## src/rtl/fe_meter_pkg.sv

```systemverilog
package fe_meter_pkg;

  typedef enum logic [1:0] {
    ST_IDLE  = 2'd0,
    ST_ARMED = 2'd1,
    ST_COUNT = 2'd2
  } meas_state_t;

endpackage

```

## src/rtl/fe_edge_det.sv

```systemverilog
module fe_edge_det #(
  parameter logic RST_LEVEL = 1'b0
) (
  input  logic clk,
  input  logic rst_n,
  input  logic line,
  output logic rise
);

  logic line_q;

  always_ff @(posedge clk or negedge rst_n) begin
    if (!rst_n) line_q <= RST_LEVEL;
    else        line_q <= line;
  end

  assign rise = line & ~line_q;

endmodule

```

## src/rtl/fe_window_ctl.sv

```systemverilog
module fe_window_ctl
  import fe_meter_pkg::*;
#(
  parameter int NSAMP = 64
) (
  input  logic clk,
  input  logic rst_n,
  input  logic arm_rise,
  input  logic arm_en,
  input  logic trig_rise,
  input  logic tick,
  output logic start,
  output logic step_en,
  output logic last
);

  localparam int IW = (NSAMP > 1) ? $clog2(NSAMP) : 1;

  meas_state_t state_q;
  logic [IW-1:0] idx_q;
  logic abort;

  assign abort   = arm_rise & ~arm_en;
  assign start   = (state_q == ST_ARMED) & trig_rise & ~abort;
  assign step_en = (state_q == ST_COUNT) & tick & ~abort;
  assign last    = step_en & (idx_q == IW'(NSAMP - 1));

  always_ff @(posedge clk or negedge rst_n) begin
    if (!rst_n) begin
      state_q <= ST_IDLE;
      idx_q   <= '0;
    end else if (abort) begin
      state_q <= ST_IDLE;
      idx_q   <= '0;
    end else begin
      unique case (state_q)
        ST_IDLE:  if (arm_rise) state_q <= ST_ARMED;
        ST_ARMED: if (trig_rise) begin
          state_q <= ST_COUNT;
          idx_q   <= '0;
        end
        ST_COUNT: if (tick) begin
          if (last) state_q <= ST_ARMED;
          else      idx_q   <= idx_q + 1'b1;
        end
        default:  state_q <= ST_IDLE;
      endcase
    end
  end

  // an idle meter without enable never enters a window
  assert_idle_stays_out_R2: assert property (@(posedge clk) disable iff (!rst_n)
    (state_q == ST_IDLE) |=> (state_q != ST_COUNT));

  // while counting, the window index only advances on strobes
  assert_idx_only_on_tick_R9: assert property (@(posedge clk) disable iff (!rst_n)
    ((state_q == ST_COUNT) && !tick && !abort) |=> ((state_q == ST_COUNT) && $stable(idx_q)));

endmodule

```

## src/rtl/fe_sat_acc.sv

```systemverilog
module fe_sat_acc #(
  parameter int W = 8
) (
  input  logic         clk,
  input  logic         rst_n,
  input  logic         clear,
  input  logic         step_en,
  input  logic         up,
  output logic [W-1:0] next_val
);

  localparam logic [W-1:0] MAXV = {1'b0, {(W-1){1'b1}}};
  localparam logic [W-1:0] MINV = {1'b1, {(W-1){1'b0}}};

  logic [W-1:0] acc_q;

  always_comb begin
    next_val = acc_q;
    if (clear) begin
      next_val = '0;
    end else if (step_en) begin
      if (up) next_val = (acc_q == MAXV) ? acc_q : acc_q + 1'b1;
      else    next_val = (acc_q == MINV) ? acc_q : acc_q - 1'b1;
    end
  end

  always_ff @(posedge clk or negedge rst_n) begin
    if (!rst_n) acc_q <= '0;
    else        acc_q <= next_val;
  end

  // no strobe, no movement
  assert_hold_without_step_R5: assert property (@(posedge clk) disable iff (!rst_n)
    (!step_en && !clear) |=> $stable(acc_q));

  // the upper limit holds under further up-steps
  assert_clamp_high_R7: assert property (@(posedge clk) disable iff (!rst_n)
    (step_en && !clear && up && acc_q == MAXV) |=> (acc_q == MAXV));

  // the lower limit holds under further down-steps
  assert_clamp_low_R7: assert property (@(posedge clk) disable iff (!rst_n)
    (step_en && !clear && !up && acc_q == MINV) |=> (acc_q == MINV));

endmodule

```

## src/rtl/fe_duty_meter.sv

```systemverilog
module fe_duty_meter #(
  parameter int SAMP_PER_BIT = 16,
  parameter int WINDOW_BITS  = 4,
  parameter int RES_W        = 8
) (
  input  logic             clk,
  input  logic             rst_n,
  input  logic             samp_tick,
  input  logic             demod_bit,
  input  logic             trig_line,
  input  logic             cs_n,
  input  logic             meas_en,
  output logic [RES_W-1:0] result,
  output logic             result_valid
);

  localparam int NSAMP  = SAMP_PER_BIT * WINDOW_BITS;
  localparam int NLINES = 2;
  localparam logic [NLINES-1:0] IDLE_LEVELS = 2'b10;

  logic [NLINES-1:0] lines, rises;
  logic start, step_en, last;
  logic [RES_W-1:0] acc_next;

  assign lines = {cs_n, trig_line};

  for (genvar g = 0; g < NLINES; g++) begin : g_edge
    fe_edge_det #(.RST_LEVEL(IDLE_LEVELS[g])) u_edge (
      .clk   (clk),
      .rst_n (rst_n),
      .line  (lines[g]),
      .rise  (rises[g])
    );
  end

  fe_window_ctl #(.NSAMP(NSAMP)) u_ctl (
    .clk       (clk),
    .rst_n     (rst_n),
    .arm_rise  (rises[1]),
    .arm_en    (meas_en),
    .trig_rise (rises[0]),
    .tick      (samp_tick),
    .start     (start),
    .step_en   (step_en),
    .last      (last)
  );

  fe_sat_acc #(.W(RES_W)) u_acc (
    .clk      (clk),
    .rst_n    (rst_n),
    .clear    (start),
    .step_en  (step_en),
    .up       (demod_bit),
    .next_val (acc_next)
  );

  always_ff @(posedge clk or negedge rst_n) begin
    if (!rst_n) begin
      result       <= '0;
      result_valid <= 1'b0;
    end else begin
      result_valid <= last;
      if (last) result <= acc_next;
    end
  end

  // a capture pulse never lasts two clocks
  assert_valid_single_R10: assert property (@(posedge clk) disable iff (!rst_n)
    result_valid |=> !result_valid);

  // the result moves only together with a capture pulse
  assert_result_stable_R6: assert property (@(posedge clk) disable iff (!rst_n)
    !result_valid |-> $stable(result));

endmodule

```

## config.mk

```make
export PLATFORM = sky130hd
export DESIGN_NAME = fe_duty_meter
export DESIGN_NICKNAME = d
export VERILOG_FILES = /design/src/rtl/fe_meter_pkg.sv /design/src/rtl/fe_edge_det.sv /design/src/rtl/fe_window_ctl.sv /design/src/rtl/fe_sat_acc.sv /design/src/rtl/fe_duty_meter.sv
export SDC_FILE = /design/constraint.sdc
export NUM_CORES = 1
export LEC_CHECK = 0
export BUFFER_PORTS_ARGS = -buffer_cell sky130_fd_sc_hd__buf_2
export CAP_MARGIN = 20
export CORE_MARGIN = 2
export CORE_UTILIZATION = 29
export CTS_CLUSTER_DIAMETER = 120
export DETAILED_ROUTE_END_ITERATION = 12
export SLEW_MARGIN = 20
export SYNTH_ARGS = -nofsm -noshare
export SYNTH_HDL_FRONTEND = slang
export SYNTH_SLANG_ARGS = --single-unit
```

## constraint.sdc

```tcl
create_clock -name clk -period 2 [get_ports clk]
set_input_delay 0.3 -clock clk [delete_from_list [all_inputs] [get_ports clk]]
set_output_delay 0.3 -clock clk [all_outputs]
set_load 0.05 [all_outputs]
```

### Word-level counts from Yosys, hierarchy flattened

Index checks and enable logic that the tools add are counted.
W data, S select, Z words.

| storage, ports and cells | value |
|---|---|
| input port bits | 7 |
| logic and storage cells | 52 |
| register bits | 27 |

| operators by class | value |
|---|---|
| equal/unequal tests | 10 |
| reduce and logical (&&, ||, !) cells | 4 |
| muxes and demuxes | 16 |
| $add $sub $neg | 3 |
| bitwise operators | 12 |

Operator list:

| kind | count |
|---|---|
| $mux W8 | 5 |
| $mux W6 | 4 |
| $pmux W6 S2 | 1 |
| $mux W2 | 5 |
| $ne A3 B2 Y1 const B | 3 |
| $add A8 B1 Y8 const B | 1 |
| $and A1 B1 Y1 | 8 |
| $eq A8 B7 Y1 const B | 1 |
| $eq A8 B8 Y1 const B | 1 |
| $reduce_and A4 Y1 | 2 |
| $sub A8 B1 Y8 const B | 1 |
| $add A6 B1 Y6 const B | 1 |
| $eq A6 B6 Y1 const B | 1 |
| $ne A3 B1 Y1 const B | 2 |
| $pmux W2 S3 | 1 |
| $not A1 Y1 | 4 |
| $reduce_bool A3 Y1 | 1 |
| $eq A2 B1 Y1 const B | 1 |
| $eq A2 B2 Y1 const B | 1 |
| $logic_not A2 Y1 | 1 |

### Depth between registers and ports, before layout

| depth | value |
|---|---|
| depth in word-level cells | 10 |
| depth in mapped cells | 9 |

### Hierarchy

From an unflattened synthesis, not the netlist that was laid out.

| unflattened totals | value |
|---|---|
| cells, all modules | 171 |
| area total of the unflattened synthesis | 1,700.4 um^2 |

By module, submodules not included:

| module | instances | cells an instance | seq. area each (um^2) | area an instance (um^2) |
|---|---|---|---|---|
| fe_sat_acc | 1 | 96 | 200.2 | 783.3 |
| fe_window_ctl | 1 | 53 | 200.2 | 481.7 |
| fe_duty_meter | 1 | 18 | 225.2 | 356.6 |
| fe_edge_det (g_edge[1].u_edge) | 1 | 2 | 26.3 | 40.0 |
| fe_edge_det (g_edge[0].u_edge) | 1 | 2 | 25.0 | 38.8 |

### Worst setup path before layout

No wires, ideal clock.

| timing path | value |
|---|---|
| path kind | register -> register |
| start | register u_ctl.state_q[1] |
| end | register u_ctl.idx_q[0] |
| data required time | 1,875 ps |
| stages on the path, launching flop included | 8 |
| data arrival time | 1,714 ps |
| buffers on the path | 0 |
| slack | 162 ps |
| cell sequence | dfrtp_1 > inv_1 > ha_1 > inv_1 > o21ai_1 > o21ai_1 > a31oi_1 > mux2_2 |

| on the way | value |
|---|---|
| cells in the longest elaborated chain, start to end | 6 |
| elaborated cells between the ends (all ways) | 12 |
| classes of those cells | eq/ne: 5; mux: 2; bitwise: 3; reduce/logical: 2 |

Ends and longest elaborated chain:

| item | line | source |
|---|---|---|
| from (decl) | fe_window_ctl.sv:19 | `meas_state_t state_q;` |
| from (signal assigned) | fe_window_ctl.sv:30 | `state_q <= ST_IDLE;` |
| from (signal assigned) | fe_window_ctl.sv:33 | `state_q <= ST_IDLE;` |
| from (signal assigned) | fe_window_ctl.sv:37 | `ST_IDLE: if (arm_rise) state_q <= ST_ARMED;` |
| $eq A2 B2 Y1 | fe_window_ctl.sv:25, fe_window_ctl.sv:36 |  |
| $and A1 B1 Y1 (2 in a row) | fe_window_ctl.sv:25 | `assign step_en = (state_q == ST_COUNT) & tick & ~abort;` |
| $and A1 B1 Y1 | fe_window_ctl.sv:26 | `assign last = step_en & (idx_q == IW'(NSAMP - 1));` |
| $ne A3 B2 Y1 (no line) | -- |  |
| $reduce_and A4 Y1 (no line) | -- |  |
| to (signal assigned) | fe_window_ctl.sv:44 | `else idx_q <= idx_q + 1'b1;` |
| to (decl) | fe_window_ctl.sv:20 | `logic [IW-1:0] idx_q;` |

Several ways; a longest one is shown, not always the timed one.
A chain may end at the register's enable or synchronous reset.

### Final worst setup path

| timing path | value |
|---|---|
| start | register u_acc.acc_q[0] |
| end | register u_acc.acc_q[7] |

| on the way | value |
|---|---|
| cells in the longest elaborated chain, start to end | 5 |
| elaborated cells between the ends (all ways) | 9 |
| classes of those cells | add/sub: 2; eq/ne: 2; mux: 5 |

Ends and longest elaborated chain:

| item | line | source |
|---|---|---|
| from (decl) | fe_sat_acc.sv:15 | `logic [W-1:0] acc_q;` |
| from (signal assigned) | fe_sat_acc.sv:29 | `else acc_q <= next_val;` |
| $sub A8 B1 Y8, or another cell as far along | fe_sat_acc.sv:23 | `else next_val = (acc_q == MINV) ? acc_q : acc_q - 1'b1;` |
| $mux W8 (on tied branches) | fe_sat_acc.sv:23, fe_sat_acc.sv:22 |  |
| $mux W8 (*) | fe_sat_acc.sv:22 | `if (up) next_val = (acc_q == MAXV) ? acc_q : acc_q + 1'b1;` |
| $mux W8 (*) | fe_sat_acc.sv:21 | `end else if (step_en) begin` |
| $mux W8 (*) | fe_sat_acc.sv:19 | `if (clear) begin` |
| via acc_next[7] | fe_duty_meter.sv:23 | `logic [RES_W-1:0] acc_next;` |

Mark *: on every way through the listed nets, which the timed path passes. The rest lies on a longest branch.

==> PnR_summary.wiki <==
{| class="wikitable"
! Metric !! Value
|-
| Die height || between 80 and 90 um
|-
| Detailed-router iteration count before antenna repair || 4
|-
| Kind of end point of the critical path || flop
|-
| Post-Syn Area per Cell || around 9 um^2
|-
| First-iteration detailed-routing DRC count || 76
|-
| Detail Route Antenna Nets || 0
|-
| Fillers || around 600
|-
| Core Footprint || 5570 um^2
|-
| Number of antenna violations at the first check in global routing || 0
|-
| Largest net degree at the start of global routing || 28
|-
| Run status || complete, no violations
|-
| DRC viols || 0
|-
| Overall track demand over capacity in global routing || 0.128
|-
| Largest voltage drop on the vdd net || 0.550 mV
|-
| Number of buffers inserted for hold repair after clock tree synthesis || 0
|-
| Top-level I/O count || 16
|-
| Count of flip-flops with a built-in enable after synthesis || 0
|-
| Slew of the pin with the lowest slew margin || ~0.6 ns
|-
| CTS clock-pin slew for the worst setup and hold paths || roughly 0.1 ns
|-
| Final-stage net count || roughly 230
|-
| Routed Wire Length || ~3800 um
|-
| Wire per inst || roughly 14 um
|-
| Antenna diode instance count || 0
|-
| Final slew viol count || 0
|-
| Number of buffers on the longest clock path || 2
|-
| Relative slew margins || 0.591
|-
| Fin Setup TNS || 0 ns
|-
| Static leakage || between 0.8 and 0.9 nW
|-
| Unrepaired setup endpoints after global routing || false
|-
| Die outline area || 6490 um^2
|-
| Fraction of registers with async set/reset || 1.00
|-
| Top post-synthesis cells by count || sky130_fd_sc_hd__dfrtp_1 (26), sky130_fd_sc_hd__o21ai_0 (19), sky130_fd_sc_hd__nand2_1 (13), sky130_fd_sc_hd__nand3_1 (13), sky130_fd_sc_hd__nor2_1 (10)
|-
| Cell Rows || 27
|-
| Netlist area before placement || about 1700 um^2
|-
| Effective utilization at floorplan || 0.305
|-
| Non-filler cells, final || between 200 and 300
|-
| Fin. Hold Viols || 0
|-
| Die Wd || slightly above 80 um
|-
| Library cell with the largest summed area after synthesis || sky130_fd_sc_hd__dfrtp_1
|-
| Library cell used as clock root buffer || sky130_fd_sc_hd__clkbuf_8
|-
| Category of the worst setup path launch point || flop
|-
| Terminus of the critical flop-to-flop path || u_acc.acc_q[7]
|-
| Setup fix buffers added after clock tree synthesis || 0
|-
| Count of port buffers added during placement || 15
|-
| Fin crit period || 1.86 ns
|-
| Vias in the first global route || around 1400
|-
| Hold Crit Class || in -> async
|-
| Vias post-DR || between 1000 and 1500
|-
| Top cells by area, synth || sky130_fd_sc_hd__dfrtp_1 (38%), sky130_fd_sc_hd__ha_1 (5.9%), sky130_fd_sc_hd__o21ai_0 (5.6%)
|-
| Final worst-path cycle share || 0.932
|-
| Kind of critical path || reg -> reg
|-
| Post-synth top area share || 0.383
|-
| Number of max-cap violations || 0
|-
| Dominant cell by count in the synthesized netlist || sky130_fd_sc_hd__dfrtp_1
|-
| Synthesis-to-finish area growth || 14.2%
|-
| Maximum clock frequency || 536 MHz
|-
| CP Max Fanout || 7
|-
| CTS tree || built
|-
| Crit-path slowest cell || sky130_fd_sc_hd__or4_1
|-
| Crit-path max cell delay || around 0.50 ns
|-
| Fraction of the yosys area taken by sequential cells || 0.398
|-
| Start of the worst register-to-register path || u_acc.acc_q[0]
|-
| Number of placed cells counting well taps || around 280
|-
| Average via count per standard cell || roughly 5.2
|-
| Clock tree skew after final layout || roughly 0.0093 ns
|-
| Power density cells || between 1000 and 1500 nW/um^2
|-
| Main flop type after synthesis || sky130_fd_sc_hd__dfrtp_1
|-
| Global-route wire length before repair || 6400 um
|-
| Total global routing overflow || 0
|-
| Final setup vio count || 0
|-
| Share of post-route cells with drive strength above 1 || 0.195
|-
| H-tree depth reported by CTS || 1
|-
| Number of buffers inserted during clock tree synthesis || 3
|-
| Warnings from Yosys || 0
|-
| Data arrival time of the worst path || between 2 and 2.5 ns
|-
| Cell count after synthesis || 190
|-
| Post-synthesis sequential element count || 27
|-
| TritonCTS Sinks || 27
|-
| Routability congestion estimate from global placement || ~0.89
|-
| Post-cts sizing count || 0
|-
| Worst-case register-to-register setup slack || between 0.1 and 0.15 ns
|-
| HPWL after detailed placement || slightly below 3000 um
|-
| Clock latency on the worst-skew pair || 0.28 ns
|-
| R2R cell count || 6
|-
| Ordered cell list for the critical path || ha_1 > and4_1 > or4_1 > nand3_1 > o21ai_0 > o21ai_0
|-
| Netlist cell types || roughly 50
|-
| Critical Path RT || between 2 and 2.5 ns
|-
| Nets in the synthesized netlist || a little over 200
|-
| Cell type with the highest occurrence count on the critical path || sky130_fd_sc_hd__o21ai_0
|}
-- logic make-up (layout without fill, tap and decap cells) --
group	count (synthesis)	in the layout	synth area share
simple gates	63	63	0.199
mux	5	5	0.0309
compound gates	60	60	0.218
buf+inv	20	40	0.0552
flops	27	27	0.398
fa+ha+maj	8	8	0.0589
xor+xnor	7	7	0.0405
-- cell usage in the layout, fill, tap and decap left out, types with 4 or more instances in the layout --
| cell type | count |
|---|---|
| sky130_fd_sc_hd__nand2_1 | 13 |
| sky130_fd_sc_hd__dfrtp_1 | 25 |
| sky130_fd_sc_hd__o21ai_0 | 19 |
| sky130_fd_sc_hd__o21ai_1 | 9 |
| sky130_fd_sc_hd__ha_1 | 8 |
| sky130_fd_sc_hd__a31oi_1 | 4 |
| sky130_fd_sc_hd__xnor2_1 | 5 |
| sky130_fd_sc_hd__buf_4 | 11 |
| sky130_fd_sc_hd__nor2_1 | 10 |
| sky130_fd_sc_hd__a21oi_1 | 8 |
| sky130_fd_sc_hd__nand3_1 | 13 |
| sky130_fd_sc_hd__buf_2 | 15 |
| sky130_fd_sc_hd__inv_1 | 9 |
| sky130_fd_sc_hd__and3_1 | 4 |
-- cell type report --
class	instances	area, um^2	share of cell area
multi-input cells	143	930	0.479
flip-flops and latches	27	678	0.349
clock inverters	1	7.51	0.00387
repair buffers	26	158	0.0812
clock buffers	3	41.3	0.0213
inverters	10	37.5	0.0193
well taps	72	90.1	0.0464
-- worst max-delay path by stage --
stage	start	end	depth (start not counted)
finish	u_acc.acc_q[0]	u_acc.acc_q[7]	6
floorplan	u_ctl.state_q[1]	u_ctl.idx_q[0]	7
detailed placement	u_acc.acc_q[0]	u_acc.acc_q[7]	6
CTS	u_acc.acc_q[0]	result[7]	6
global placement	u_acc.acc_q[1]	u_acc.acc_q[4]	7
global route	u_acc.acc_q[0]	result[7]	6
-- per-layer routing --
| layer | GRT usage | vias to the layer above | share of wire |
|---|---|---|---|
| met2 | 0.219 | 33 | 0.49 |
| met3 | 0.0326 | 9 | 0.045 |
| met1 | 0.157 | 684 | 0.44 |
| met5 | 0 | - | 0 |
| li1 | - | 730 | - |
| met4 | 0.0390 | 0 | 0.017 |
-- flip-flops by register name, summed over array words and instances (netlist names) --
name                  flops
g_edge.u_edge.line_q      2
result                    8
result_valid              1
u_acc.acc_q               8
u_ctl.idx_q               6
u_ctl.state_q             2
-- critical path: cells and delay by family, from the launching register on --
kind	cells	cell delay, ns
AO/OA/AOI/OAI	2	0.25
flip-flops	1	0.46
adder cells (fa/ha/maj)	1	0.28
AND/OR/NAND/NOR	3	0.81
-- metrics by stage --
| step | area (um^2) | utilization | power [mW] | worst slack, ns | hold WS, ns |
|---|---|---|---|---|---|
| CTS | 1940 | 0.348 | 2.19 | 0.139 | 0.0286 |
| floorplan | 1700 | - | 1.56 | 0.162 | 0.00441 |
| finish | 1940 | 0.348 | 2.18 | 0.135 | 0.0157 |
| detailed placement | 1890 | 0.339 | 1.85 | 0.160 | 0.352 |
| global placement | 1890 | 0.339 | 1.85 | 0.168 | 0.344 |
| global route | 1940 | 0.348 | 2.35 | 0.00372 | 0.0604 |
-- power breakdown --
group	internal [mW]	switching, mW	total, mW
clock network	0.142	0.185	0.327
logic	0.469	0.560	1.03
registers	0.646	0.176	0.822
total	1.26	0.921	2.18
No activity file was read; power rests on OpenSTA's default activity.
